<file path="src/rtl/sbi_pkg.sv">
`timescale 1ns/1ps
package sbi_pkg;

    typedef enum logic [1:0] {
        ST_FREE = 2'd0,
        ST_HUNT = 2'd1,
        ST_KEEP = 2'd2,
        ST_SKIP = 2'd3
    } rx_state_t;

    // Bit order (MSB..LSB) matches the configuration word: 5..0
    typedef struct packed {
        logic req_low;
        logic framed;
        logic all_slots;
        logic fall_edge;
        logic left_level;
        logic lr_delay;
    } rx_cfg_t;

    localparam int CFG_W = 6;

endpackage

</file>
<file path="src/rtl/sbi_sync_edge.sv">
`timescale 1ns/1ps
module sbi_sync_edge #(
    parameter int SYNC_STAGES = 2
) (
    input  logic clk,
    input  logic rst_n,
    input  logic dstr_i,
    input  logic lr_i,
    input  logic sin_i,
    output logic rise_o,
    output logic fall_o,
    output logic lr_o,
    output logic sin_o
);
    localparam int NSIG = 3;

    logic [NSIG-1:0] stage_q [SYNC_STAGES];
    logic            dstr_prev_q;
    logic [NSIG-1:0] last_w;

    always_ff @(posedge clk or negedge rst_n) begin
        if (!rst_n) begin
            for (int i = 0; i < SYNC_STAGES; i++) stage_q[i] <= '0;
        end else begin
            stage_q[0] <= {dstr_i, lr_i, sin_i};
            for (int i = 1; i < SYNC_STAGES; i++) stage_q[i] <= stage_q[i-1];
        end
    end

    assign last_w = stage_q[SYNC_STAGES-1];

    always_ff @(posedge clk or negedge rst_n) begin
        if (!rst_n) dstr_prev_q <= 1'b0;
        else        dstr_prev_q <= last_w[2];
    end

    assign rise_o = last_w[2] & ~dstr_prev_q;
    assign fall_o = ~last_w[2] & dstr_prev_q;
    assign lr_o   = last_w[1];
    assign sin_o  = last_w[0];

endmodule

</file>
<file path="src/rtl/sbi_framer.sv">
`timescale 1ns/1ps
module sbi_framer
    import sbi_pkg::*;
#(
    parameter int BYTES_PER_WORD = 2
) (
    input  logic            clk,
    input  logic            rst_n,
    input  rx_cfg_t         cfg,
    input  logic            bit_ev,
    input  logic            bit_d,
    input  logic            lr_d,
    output logic            push_o,
    output logic [7:0]      push_data_o,
    output rx_state_t       state_o
);
    localparam int BCW = $clog2(BYTES_PER_WORD + 1);
    localparam logic [BCW-1:0] BPW = BCW'(BYTES_PER_WORD);

    rx_state_t       state_q, state_d;
    logic [6:0]      shreg_q, shreg_d;
    logic [2:0]      bitcnt_q, bitcnt_d;
    logic [BCW-1:0]  bytecnt_q, bytecnt_d;
    logic            lr_prev_q, pend_q;
    logic            push_q, push_d;
    logic [7:0]      pdata_q;

    logic edge_now, boundary, keep_slot, byte_done;

    assign edge_now  = bit_ev && (lr_d != lr_prev_q);
    assign boundary  = cfg.lr_delay ? (bit_ev && pend_q) : edge_now;
    assign keep_slot = cfg.all_slots || (lr_d == cfg.left_level);
    assign byte_done = bit_ev && (bitcnt_q == 3'd7);

    // state register
    always_ff @(posedge clk or negedge rst_n) begin
        if (!rst_n) state_q <= ST_FREE;
        else        state_q <= state_d;
    end

    // next-state logic
    always_comb begin
        state_d = state_q;
        unique case (state_q)
            ST_FREE: if (cfg.framed) state_d = ST_HUNT;
            ST_HUNT, ST_KEEP, ST_SKIP: begin
                if (!cfg.framed)   state_d = ST_FREE;
                else if (boundary) state_d = keep_slot ? ST_KEEP : ST_SKIP;
            end
            default: state_d = ST_FREE;
        endcase
    end

    // output / datapath logic
    always_comb begin
        shreg_d   = shreg_q;
        bitcnt_d  = bitcnt_q;
        bytecnt_d = bytecnt_q;
        push_d    = 1'b0;
        unique case (state_q)
            ST_FREE: begin
                if (cfg.framed) begin
                    bitcnt_d = '0;
                end else if (bit_ev) begin
                    shreg_d  = {shreg_q[5:0], bit_d};
                    bitcnt_d = bitcnt_q + 3'd1;
                    push_d   = byte_done;
                end
            end
            ST_HUNT, ST_SKIP: begin
                if (!cfg.framed) begin
                    bitcnt_d = '0;
                end else if (boundary) begin
                    shreg_d   = {6'b0, bit_d};
                    bitcnt_d  = 3'd1;
                    bytecnt_d = '0;
                end
            end
            ST_KEEP: begin
                if (!cfg.framed) begin
                    bitcnt_d = '0;
                end else if (boundary) begin
                    shreg_d   = {6'b0, bit_d};
                    bitcnt_d  = 3'd1;
                    bytecnt_d = '0;
                end else if (bit_ev) begin
                    shreg_d  = {shreg_q[5:0], bit_d};
                    bitcnt_d = bitcnt_q + 3'd1;
                    if (byte_done && (bytecnt_q < BPW)) begin
                        push_d    = 1'b1;
                        bytecnt_d = bytecnt_q + 1'b1;
                    end
                end
            end
            default: bitcnt_d = '0;
        endcase
    end

    always_ff @(posedge clk or negedge rst_n) begin
        if (!rst_n) begin
            shreg_q   <= '0;
            bitcnt_q  <= '0;
            bytecnt_q <= '0;
            lr_prev_q <= 1'b0;
            pend_q    <= 1'b0;
            push_q    <= 1'b0;
            pdata_q   <= '0;
        end else begin
            shreg_q   <= shreg_d;
            bitcnt_q  <= bitcnt_d;
            bytecnt_q <= bytecnt_d;
            push_q    <= push_d;
            if (push_d) pdata_q <= {shreg_q, bit_d};
            if (bit_ev) begin
                lr_prev_q <= lr_d;
                pend_q    <= edge_now;
            end
        end
    end

    assign push_o      = push_q;
    assign push_data_o = pdata_q;
    assign state_o     = state_q;

endmodule

</file>
<file path="src/rtl/sbi_fifo.sv">
`timescale 1ns/1ps
module sbi_fifo #(
    parameter int DEPTH = 16,
    parameter int WIDTH = 8
) (
    input  logic                       clk,
    input  logic                       rst_n,
    input  logic                       push,
    input  logic [WIDTH-1:0]           wdata,
    input  logic                       pop,
    output logic [WIDTH-1:0]           rdata,
    output logic                       empty,
    output logic                       full,
    output logic [$clog2(DEPTH+1)-1:0] count
);
    localparam int AW = $clog2(DEPTH);
    localparam int CW = $clog2(DEPTH + 1);

    logic [WIDTH-1:0] mem_q [DEPTH];
    logic [AW-1:0]    wptr_q, rptr_q;
    logic [CW-1:0]    cnt_q;
    logic             do_push, do_pop;

    assign empty   = (cnt_q == '0);
    assign full    = (cnt_q == CW'(DEPTH));
    assign do_push = push && !full;
    assign do_pop  = pop && !empty;

    always_ff @(posedge clk) begin
        if (do_push) mem_q[wptr_q] <= wdata;
    end

    always_ff @(posedge clk or negedge rst_n) begin
        if (!rst_n) begin
            wptr_q <= '0;
            rptr_q <= '0;
            cnt_q  <= '0;
        end else begin
            if (do_push) wptr_q <= (wptr_q == AW'(DEPTH-1)) ? '0 : wptr_q + 1'b1;
            if (do_pop)  rptr_q <= (rptr_q == AW'(DEPTH-1)) ? '0 : rptr_q + 1'b1;
            unique case ({do_push, do_pop})
                2'b10:   cnt_q <= cnt_q + 1'b1;
                2'b01:   cnt_q <= cnt_q - 1'b1;
                default: cnt_q <= cnt_q;
            endcase
        end
    end

    assign rdata = mem_q[rptr_q];
    assign count = cnt_q;

endmodule

</file>
<file path="src/rtl/serial_bitstream_rx.sv">
`timescale 1ns/1ps
module serial_bitstream_rx
    import sbi_pkg::*;
#(
    parameter int FIFO_DEPTH     = 16,
    parameter int SLACK_BITS     = 23,
    parameter int BYTES_PER_WORD = 2,
    parameter int SYNC_STAGES    = 2
) (
    input  logic       clk,
    input  logic       rst_n,
    input  logic       sin_i,
    input  logic       dstr_i,
    input  logic       lrclk_i,
    output logic       req_o,
    input  logic       cfg_we_i,
    input  logic [5:0] cfg_wdata_i,
    input  logic       rd_en_i,
    output logic [7:0] rd_data_o,
    output logic       rd_valid_o
);
    // bits still in flight plus a partly filled byte, in whole bytes
    localparam int SLACK_BYTES = (SLACK_BITS + 7) / 8;
    localparam int REQ_LIMIT   = FIFO_DEPTH - SLACK_BYTES;
    localparam int CNT_W       = $clog2(FIFO_DEPTH + 1);

    rx_cfg_t    cfg_q;
    logic       rise_w, fall_w, lr_w, sin_w, bit_ev_w;
    logic       push_w, full_w, empty_w;
    logic [7:0] push_data_w;
    logic [CNT_W-1:0] count_w;
    rx_state_t  state_w;
    logic       req_act_w;

    always_ff @(posedge clk or negedge rst_n) begin
        if (!rst_n)        cfg_q <= '0;
        else if (cfg_we_i) cfg_q <= rx_cfg_t'(cfg_wdata_i);
    end

    sbi_sync_edge #(.SYNC_STAGES(SYNC_STAGES)) u_sync (
        .clk    (clk),
        .rst_n  (rst_n),
        .dstr_i (dstr_i),
        .lr_i   (lrclk_i),
        .sin_i  (sin_i),
        .rise_o (rise_w),
        .fall_o (fall_w),
        .lr_o   (lr_w),
        .sin_o  (sin_w)
    );

    assign bit_ev_w = (cfg_q.framed && cfg_q.fall_edge) ? fall_w : rise_w;

    sbi_framer #(.BYTES_PER_WORD(BYTES_PER_WORD)) u_framer (
        .clk         (clk),
        .rst_n       (rst_n),
        .cfg         (cfg_q),
        .bit_ev      (bit_ev_w),
        .bit_d       (sin_w),
        .lr_d        (lr_w),
        .push_o      (push_w),
        .push_data_o (push_data_w),
        .state_o     (state_w)
    );

    sbi_fifo #(.DEPTH(FIFO_DEPTH), .WIDTH(8)) u_fifo (
        .clk   (clk),
        .rst_n (rst_n),
        .push  (push_w),
        .wdata (push_data_w),
        .pop   (rd_en_i),
        .rdata (rd_data_o),
        .empty (empty_w),
        .full  (full_w),
        .count (count_w)
    );

    assign req_act_w  = (count_w < CNT_W'(REQ_LIMIT));
    assign req_o      = req_act_w ^ cfg_q.req_low;
    assign rd_valid_o = !empty_w;

endmodule

</file>
<file path="config.mk">
export PLATFORM = sky130hd
export DESIGN_NAME = serial_bitstream_rx
export DESIGN_NICKNAME = d
export VERILOG_FILES = /design/src/rtl/sbi_pkg.sv /design/src/rtl/sbi_sync_edge.sv /design/src/rtl/sbi_framer.sv /design/src/rtl/sbi_fifo.sv /design/src/rtl/serial_bitstream_rx.sv
export SDC_FILE = /design/constraint.sdc
export NUM_CORES = 1
export LEC_CHECK = 0
export ABC_AREA = 1
export ABC_CLOCK_PERIOD_IN_PS = 2500
export BUFFER_PORTS_ARGS = -buffer_cell sky130_fd_sc_hd__buf_4
export CORE_MARGIN = 4
export CORE_UTILIZATION = 46
export CTS_CLUSTER_DIAMETER = 60
export DETAILED_ROUTE_END_ITERATION = 12
export GPL_TIMING_DRIVEN = 0
export SYNTH_ARGS = -nofsm -noshare
export SYNTH_HDL_FRONTEND = slang
export SYNTH_HIERARCHICAL = 1
export SYNTH_SLANG_ARGS = --single-unit
</file>
<file path="constraint.sdc">
create_clock -name clk -period 2.5 [get_ports clk]
set_input_delay 0.125 -clock clk [delete_from_list [all_inputs] [get_ports clk]]
set_output_delay 0.125 -clock clk [all_outputs]
set_load 0.01 [all_outputs]
</file>
==> results of run 1 <==
-- critical path: stages, from the launching register on --
cell	delay, ps
dfrtp_1	450
nor2_1	170
nand4_1	150
nand2_2	180
inv_2	90
ha_1	290
fa_1	430
nand2_1	100
nand2_1	70
nand3_1	80
nand2_1	60
nand2_1	60
nand2_1	40
-- sequential cells by signal, indices dropped and copies added (netlist names), 4 cells and up --
register              cells
u_fifo/count              5
u_fifo/wptr_q             4
cfg_q                     6
u_framer/push_data_o      8
u_fifo/rptr_q             4
u_framer/shreg_q          7
u_fifo/mem_q            128
-- layout make-up --
type / count / area, um2 / area share
well taps: 229 / 287 / 0.0296
repair buffers: 38 / 328 / 0.0338
inverters: 163 / 622 / 0.0642
flip-flops and latches: 179 / 5120 / 0.529
plain buffers: 30 / 180 / 0.0186
multi-input cells: 542 / 2560 / 0.264
clock buffers: 27 / 557 / 0.0575
clock inverters: 5 / 33.8 / 0.00349
-- worst paths after layout --
kind / slack [ps] / end / start
min: 60 / u_fifo/rptr_q[3] / rd_en_i
max: 230 / u_fifo/count[4] / u_fifo/count[1]
max reg2reg: 230 / u_fifo/count[4] / u_fifo/count[1]
min in group asynchronous: 260 / u_framer/bytecnt_q[1] / rst_n
min reg2reg: 350 / u_sync/last_w[1] / u_sync/stage_q[4]
max in group asynchronous: 1800 / u_fifo/rptr_q[1] / rst_n
-- layer usage --
layer / share of wire / up-vias / global-route usage
met5: 0 / - / 0
met4: 0.020 / 0 / 0.0723
met3: 0.046 / 27 / 0.0373
met2: 0.48 / 142 / 0.310
met1: 0.45 / 2722 / 0.259
li1: - / 3011 / -
-- metrics by stage --
step / util / area [um2] / total power, uW / std cells / hold WS (ps)
floorplan: - / 8480 / 5510 / 914 / -171
global placement: 0.495 / 8920 / 6460 / 1164 / 205
detailed placement: 0.495 / 8920 / 6500 / 1164 / 203
CTS: 0.537 / 9680 / 9150 / 1213 / 129
global route: 0.537 / 9690 / 9650 / 1213 / 62.0
finish: 0.537 / 9690 / 9070 / 1213 / 58.1
-- power by group --
group	internal, uW	leakage, uW	switching [uW]
clock network	1530	0.000290	1090
logic	1070	0.00278	1870
registers	3320	0.00162	198
-- what timing repair did --
action | in CTS | in global routing
endpoints found under the setup margin | 0 | 2
endpoints found under the hold margin | 60 | 0
resized for setup | 0 | 1
hold buffers | 17 | 0
-- placed cells by master (no fill, tap or decap), types with 4 or more instances in the layout --
cell and n:
a21oi_1 5, buf_2 15, buf_4 28, clkbuf_1 9, clkbuf_16 20, dfrtp_1 51
dlygate4sd3_1 17, edfxtp_1 128, ha_1 11, inv_1 151, inv_2 9, inv_4 4
mux2_4 5, nand2_1 303, nand3_1 125, nand4_1 6, nor2_1 45, o21ai_0 11
o21ai_1 4, xnor2_1 5
==> metrics.txt, run 1 <==
# TYPE chip_impl_metric gauge
chip_impl_info{name="run_status",value="complete, no violations"} 1
chip_impl_metric{name="postRouteAntennaNets",unit=""} 0
chip_impl_metric{name="nets",unit=""} 996
chip_impl_info{name="worstSetupEndpointType",value="flip-flop"} 1
chip_impl_metric{name="worst_ir_drop_vdd",unit="V"} 0.000602
chip_impl_metric{name="num_io_pins",unit=""} 23
chip_impl_metric{name="worstPathRequired",unit="ps"} 2820
chip_impl_metric{name="period_needed",unit="ps"} 2270
chip_impl_metric{name="ctsHtreeMaxLevel",unit=""} 4
chip_impl_metric{name="wl_per_cell",unit="um"} 15.2
chip_impl_metric{name="synth_to_final_area_change",unit="%"} 14.2
chip_impl_metric{name="route.vias.total",unit=""} 5902
chip_impl_metric{name="maximum_number_of_pins_on_one_net_before_global_route_repair",unit=""} 52
chip_impl_info{name="timing.setup.critical_path_class",value="flip-flop to flip-flop"} 1
chip_impl_metric{name="timing.final.setup_violations",unit=""} 0
chip_impl_metric{name="drt-initial-drc-count",unit=""} 455
chip_impl_metric{name="detailed_place_hpwl",unit="um"} 12300
chip_impl_info{name="cts_tree",value="built"} 1
chip_impl_metric{name="fp.dieW",unit="um"} 144
chip_impl_metric{name="grt_use_total",unit=""} 0.192
chip_impl_metric{name="via_cell_ratio",unit=""} 4.87
chip_impl_metric{name="cts.sink_count",unit=""} 179
chip_impl_metric{name="effective_utilization_at_floorplan",unit=""} 0.470
chip_impl_metric{name="synth-warning-count",unit=""} 6
chip_impl_metric{name="mapped_avg_cell_area",unit="um2"} 9.28
chip_impl_metric{name="final.setup.tns",unit="ps"} 0
chip_impl_metric{name="drt_pass_1_iters",unit=""} 5
chip_impl_metric{name="buffer_ports.inserted",unit=""} 21
chip_impl_metric{name="arrival_time_of_the_worst_setup_path",unit="ps"} 2600
chip_impl_metric{name="tcrit_tclk_final",unit=""} 0.909
chip_impl_metric{name="finalHoldViolations",unit=""} 0
chip_impl_metric{name="maximum_clock_insertion_buffer_count",unit=""} 2
chip_impl_metric{name="drive_gt1_frac",unit=""} 0.108
chip_impl_metric{name="grt_remaining_overflow",unit=""} 0
chip_impl_metric{name="clock_latency_on_the_worst_skew_pair",unit="ps"} 430
chip_impl_metric{name="wl",unit="um"} 18500
chip_impl_metric{name="power.leakage",unit="uW"} 0.00469
chip_impl_info{name="grt_setup_unrepaired",value="no"} 1
chip_impl_metric{name="fill_cells",unit=""} 1663
chip_impl_metric{name="clock-skew-final",unit="ps"} 8.63
chip_impl_metric{name="worst_slack",unit="ps"} 229
chip_impl_metric{name="worst_max_slew_pin_slew",unit="ps"} 892
chip_impl_metric{name="power-per-cell-area",unit="mW/mm2"} 937
chip_impl_info{name="hold_path_class",value="input port to flip-flop"} 1
chip_impl_metric{name="fp.coreArea",unit="mm2"} 0.0180
chip_impl_metric{name="die_height",unit="um"} 144
chip_impl_metric{name="max_cap_violations",unit=""} 0
chip_impl_metric{name="floorplan.rows",unit=""} 49
chip_impl_metric{name="maxClockFrequency",unit="GHz"} 0.440
chip_impl_metric{name="cts_setup_buffers",unit=""} 0
chip_impl_metric{name="cts_inserted_buffers",unit=""} 17
chip_impl_metric{name="die-area",unit="mm2"} 0.0207
chip_impl_metric{name="wire_length_of_the_first_global_routing_pass",unit="um"} 29900
chip_impl_metric{name="antennaDiodeCount",unit=""} 0
chip_impl_metric{name="clk_pin_slew",unit="ps"} 70
chip_impl_metric{name="grt_antenna_before_repair",unit=""} 0
chip_impl_metric{name="synthCells",unit=""} 914
chip_impl_metric{name="crit_path_max_fanout",unit=""} 6
chip_impl_metric{name="detailedPlace.worstSlack",unit="ps"} 149
chip_impl_metric{name="gpl.final_weighted_congestion",unit=""} 0.805
chip_impl_metric{name="hold_depth",unit=""} 4
chip_impl_metric{name="detail_route.drc_violations",unit=""} 0
chip_impl_info{name="cts-root-buf",value="clkbuf_16"} 1
chip_impl_metric{name="synth_nets",unit=""} 939
chip_impl_metric{name="synthesis.area",unit="mm2"} 0.00848
chip_impl_metric{name="first_global_vias",unit=""} 5584
chip_impl_metric{name="max-slew-margin-rel",unit=""} 0.403
chip_impl_metric{name="timing.reg2reg.worst_path_depth",unit=""} 12
chip_impl_info{name="startpoint_type",value="flip-flop"} 1
chip_impl_metric{name="timing_max_transition_violations_final",unit=""} 0
(Power assumes the default switching activity.)
==> run 2, diff against run 1 <==
Settings changed: BUFFER_PORTS_ARGS -buffer_cell sky130_fd_sc_hd__buf_4 to default, CELL_PAD_IN_SITES_DETAIL_PLACEMENT from default to 1, CELL_PAD_IN_SITES_GLOBAL_PLACEMENT from default to 2, CORE_UTILIZATION 46 to 41, DONT_BUFFER_PORTS from default to 1, PLACE_DENSITY_LB_ADDON from default to 0.1.
==> run 2 against run 1 <==
Against the previous run:
- wire length increased by 17%
- cell count increased by 1.8%
- clock power increased by 17%
- design area increased by 0.18%
- first-iteration DRC count decreased by 22%
- sequential share of layout area decreased by 0.095 points
- hold slack improved by 160 ps
- largest cell class unchanged
- largest power group unchanged
==> metrics.txt, run 2 (same netlist as run 1, synthesis figures left out) <==
# TYPE chip_impl_metric gauge
chip_impl_info{name="run_status",value="complete, no violations"} 1
chip_impl_metric{name="postRouteAntennaNets",unit=""} 0
chip_impl_metric{name="max-slew-margin-rel",unit=""} 0.423
chip_impl_metric{name="floorplan.rows",unit=""} 52
chip_impl_metric{name="first_global_vias",unit=""} 6616
chip_impl_metric{name="num_io_pins",unit=""} 23
chip_impl_metric{name="worst_max_slew_pin_slew",unit="ps"} 862
chip_impl_info{name="cts-root-buf",value="clkbuf_16"} 1
chip_impl_metric{name="switching_share_of_power",unit=""} 0.350
chip_impl_info{name="startpoint_type",value="flip-flop"} 1
chip_impl_metric{name="cell_internal_pwr",unit="uW"} 6110
chip_impl_info{name="grt_setup_unrepaired",value="no"} 1
chip_impl_metric{name="power.leakage",unit="uW"} 0.00465
chip_impl_metric{name="tcrit_tclk_final",unit=""} 0.929
chip_impl_metric{name="period_needed",unit="ps"} 2320
chip_impl_metric{name="detailed_place_hpwl",unit="um"} 14800
chip_impl_metric{name="critPathMaxStageDelay",unit="ps"} 440
chip_impl_metric{name="maximum_number_of_pins_on_one_net_before_global_route_repair",unit=""} 52
chip_impl_metric{name="via_cell_ratio",unit=""} 4.87
chip_impl_metric{name="drt_pass_1_iters",unit=""} 4
chip_impl_metric{name="cts.sink_count",unit=""} 179
chip_impl_metric{name="die_height",unit="um"} 152
chip_impl_info{name="mostFrequentLayoutCells",value="303 x nand2_1, 151 x inv_1, 128 x edfxtp_1, 125 x nand3_1, 51 x dfrtp_1"} 1
chip_impl_metric{name="synth_to_final_area_change",unit="%"} 14.4
chip_impl_metric{name="pwr-share-clk",unit=""} 0.325
chip_impl_metric{name="p_sw",unit="uW"} 3290
chip_impl_metric{name="gpl.final_weighted_congestion",unit=""} 0.784
chip_impl_metric{name="timing.final.setup_violations",unit=""} 0
chip_impl_metric{name="arrival_time_of_the_worst_setup_path",unit="ps"} 2620
chip_impl_metric{name="critPathBufInv",unit=""} 1
chip_impl_metric{name="pwr-share-comb",unit=""} 0.301
chip_impl_metric{name="detail_route.drc_violations",unit=""} 0
chip_impl_metric{name="worst_ir_drop_vdd",unit="V"} 0.000585
chip_impl_metric{name="power-per-cell-area",unit="mW/mm2"} 969
chip_impl_info{name="cpMaxStageDelayCell",value="dfrtp_1"} 1
chip_impl_metric{name="flip_flop_count_of_the_largest_register_after_layout",unit=""} 128
chip_impl_metric{name="antennaDiodeCount",unit=""} 0
chip_impl_info{name="worstSetupStartpoint",value="u_fifo/count[1]"} 1
chip_impl_metric{name="wl_per_cell",unit="um"} 17.5
chip_impl_metric{name="wl",unit="um"} 21600
chip_impl_info{name="timing.critical_path.cells",value="nor2_1, nand4_1, nand2_4, inv_2, ha_1, ha_1, a21oi_1, nand3_1, nand3_1, o21ai_0"} 1
chip_impl_metric{name="route.vias.total",unit=""} 6009
chip_impl_info{name="cts_tree",value="built"} 1
chip_impl_metric{name="fp.coreArea",unit="mm2"} 0.0203
chip_impl_metric{name="timing_max_transition_violations_final",unit=""} 0
chip_impl_metric{name="wire_length_of_the_first_global_routing_pass",unit="um"} 35400
chip_impl_info{name="r2r_start",value="u_fifo/count[1]"} 1
chip_impl_info{name="hold_path_class",value="input port to asynchronous set/reset pin"} 1
chip_impl_metric{name="cts_inserted_buffers",unit=""} 17
chip_impl_info{name="layout.cells.most_common",value="nand2_1"} 1
chip_impl_metric{name="ctsHtreeMaxLevel",unit=""} 4
chip_impl_metric{name="sequentialPowerShare",unit=""} 0.374
chip_impl_metric{name="final_core_util",unit=""} 0.478
chip_impl_metric{name="grt_use_total",unit=""} 0.195
chip_impl_info{name="worstSetupEndpointType",value="flip-flop"} 1
chip_impl_metric{name="worstPathRequired",unit="ps"} 2800
chip_impl_metric{name="drt-initial-drc-count",unit=""} 356
chip_impl_metric{name="finalHoldViolations",unit=""} 0
chip_impl_metric{name="nets",unit=""} 977
chip_impl_info{name="max_flop_register",value="u_fifo/mem_q"} 1
chip_impl_metric{name="grt_antenna_before_repair",unit=""} 0
chip_impl_metric{name="buffer_ports.inserted",unit=""} 0
chip_impl_metric{name="max_cap_violations",unit=""} 0
chip_impl_metric{name="grt_remaining_overflow",unit=""} 0
chip_impl_metric{name="clock_latency_on_the_worst_skew_pair",unit="ps"} 430
chip_impl_metric{name="fp.dieW",unit="um"} 152
chip_impl_metric{name="clock-skew-final",unit="ps"} 15.5
chip_impl_metric{name="final.setup.tns",unit="ps"} 0
chip_impl_metric{name="maximum_clock_insertion_buffer_count",unit=""} 2
chip_impl_metric{name="clk_pin_slew",unit="ps"} 70
chip_impl_metric{name="drive_gt1_frac",unit=""} 0.0922
chip_impl_metric{name="effective_utilization_at_floorplan",unit=""} 0.418
chip_impl_info{name="critical_path.top_delay_family",value="simple AND/OR/NAND/NOR gates"} 1
chip_impl_info{name="timing.setup.critical_path_class",value="flip-flop to flip-flop"} 1
chip_impl_metric{name="crit_path_max_fanout",unit=""} 6
chip_impl_metric{name="maxClockFrequency",unit="GHz"} 0.430
chip_impl_metric{name="die-area",unit="mm2"} 0.0230
chip_impl_metric{name="fill_cells",unit=""} 2366
run 2: cell types whose count changed in the layout (fill, tap and decap cells not counted), sizes merged:
cell,change
buf,-20
clkinv,+1
inv,+3
clkbuf,-10
bufinv,+6
dlygate4sd3,+1
run 2: power by group through the flow:
stage / Combinational, uW / Sequential, uW / Clock (uW)
after global placement: 2700 / 3580 / 0
after global routing: 3210 / 3550 / 3260
after detailed placement: 2790 / 3590 / 0
after floorplan: 1990 / 3520 / 0
final: 2830 / 3520 / 3060
after CTS: 2870 / 3520 / 3130
run 2: path summary, 6_finish.rpt:
check                      cells after the start  slack, ps                      end
min reg2reg                                    0        350         u_sync/last_w[1]
min                                            2        220  u_framer/push_data_o[6]
min in group clk                               1        240        u_sync/stage_q[4]
max                                           10        180          u_fifo/count[3]
max in group asynchronous                      2       2030                 cfg_q[5]
max reg2reg                                   10        180          u_fifo/count[3]
run 2: repair_timing:
action | 4_1_cts | 5_1_grt
resized for setup | 0 | 2
endpoints found under the setup margin | 0 | 2
endpoints found under the hold margin | 60 | 4
buffers inserted | 0 | 0
hold buffers | 18 | 1
run 2: metal layers:
metal	part of all wire	wire (um)	vias to the layer above	GRT usage
li1	-	-	2968	-
met1	0.45	9770	2942	0.251
met2	0.51	11000	77	0.341
met3	0.028	596	22	0.0330
met4	0.014	309	0	0.0565
met5	0	0	-	0
run 2: cell type report:
cell class,instances,area (um2),share of cell area
clock buffer,17,425,0.0438
sequential,179,5120,0.528
buffer,30,180,0.0186
tap,270,338,0.0348
multi-input combinational,542,2560,0.264
timing repair buffer,19,208,0.0214
inverter,163,622,0.0641
clock inverter,15,246,0.0254
run 2: worst reg2reg max path: cells and delay by family (launching register included):
family,cells,cell delay [ps]
compound gates,2,300
fa+ha+maj,2,650
flops,1,440
buf+inv,1,90
simple gates,5,720
run 2: per-stage QoR:
| step | worst slack, ps | hold slack, ps | instances | power, uW | area (um2) |
|---|---|---|---|---|---|
| 2_1_floorplan | 533 | -171 | 914 | 5510 | 8480 |
| 4_1_cts | 52.7 | 65.0 | 1234 | 9520 | 9690 |
| 3_5_place_dp | 61.8 | -167 | 1184 | 6380 | 8820 |
| 6_report | 177 | 221 | 1235 | 9410 | 9700 |
| 3_3_place_gp | 150 | -167 | 1184 | 6280 | 8820 |
| 5_1_grt | 26.3 | 230 | 1235 | 10000 | 9700 |
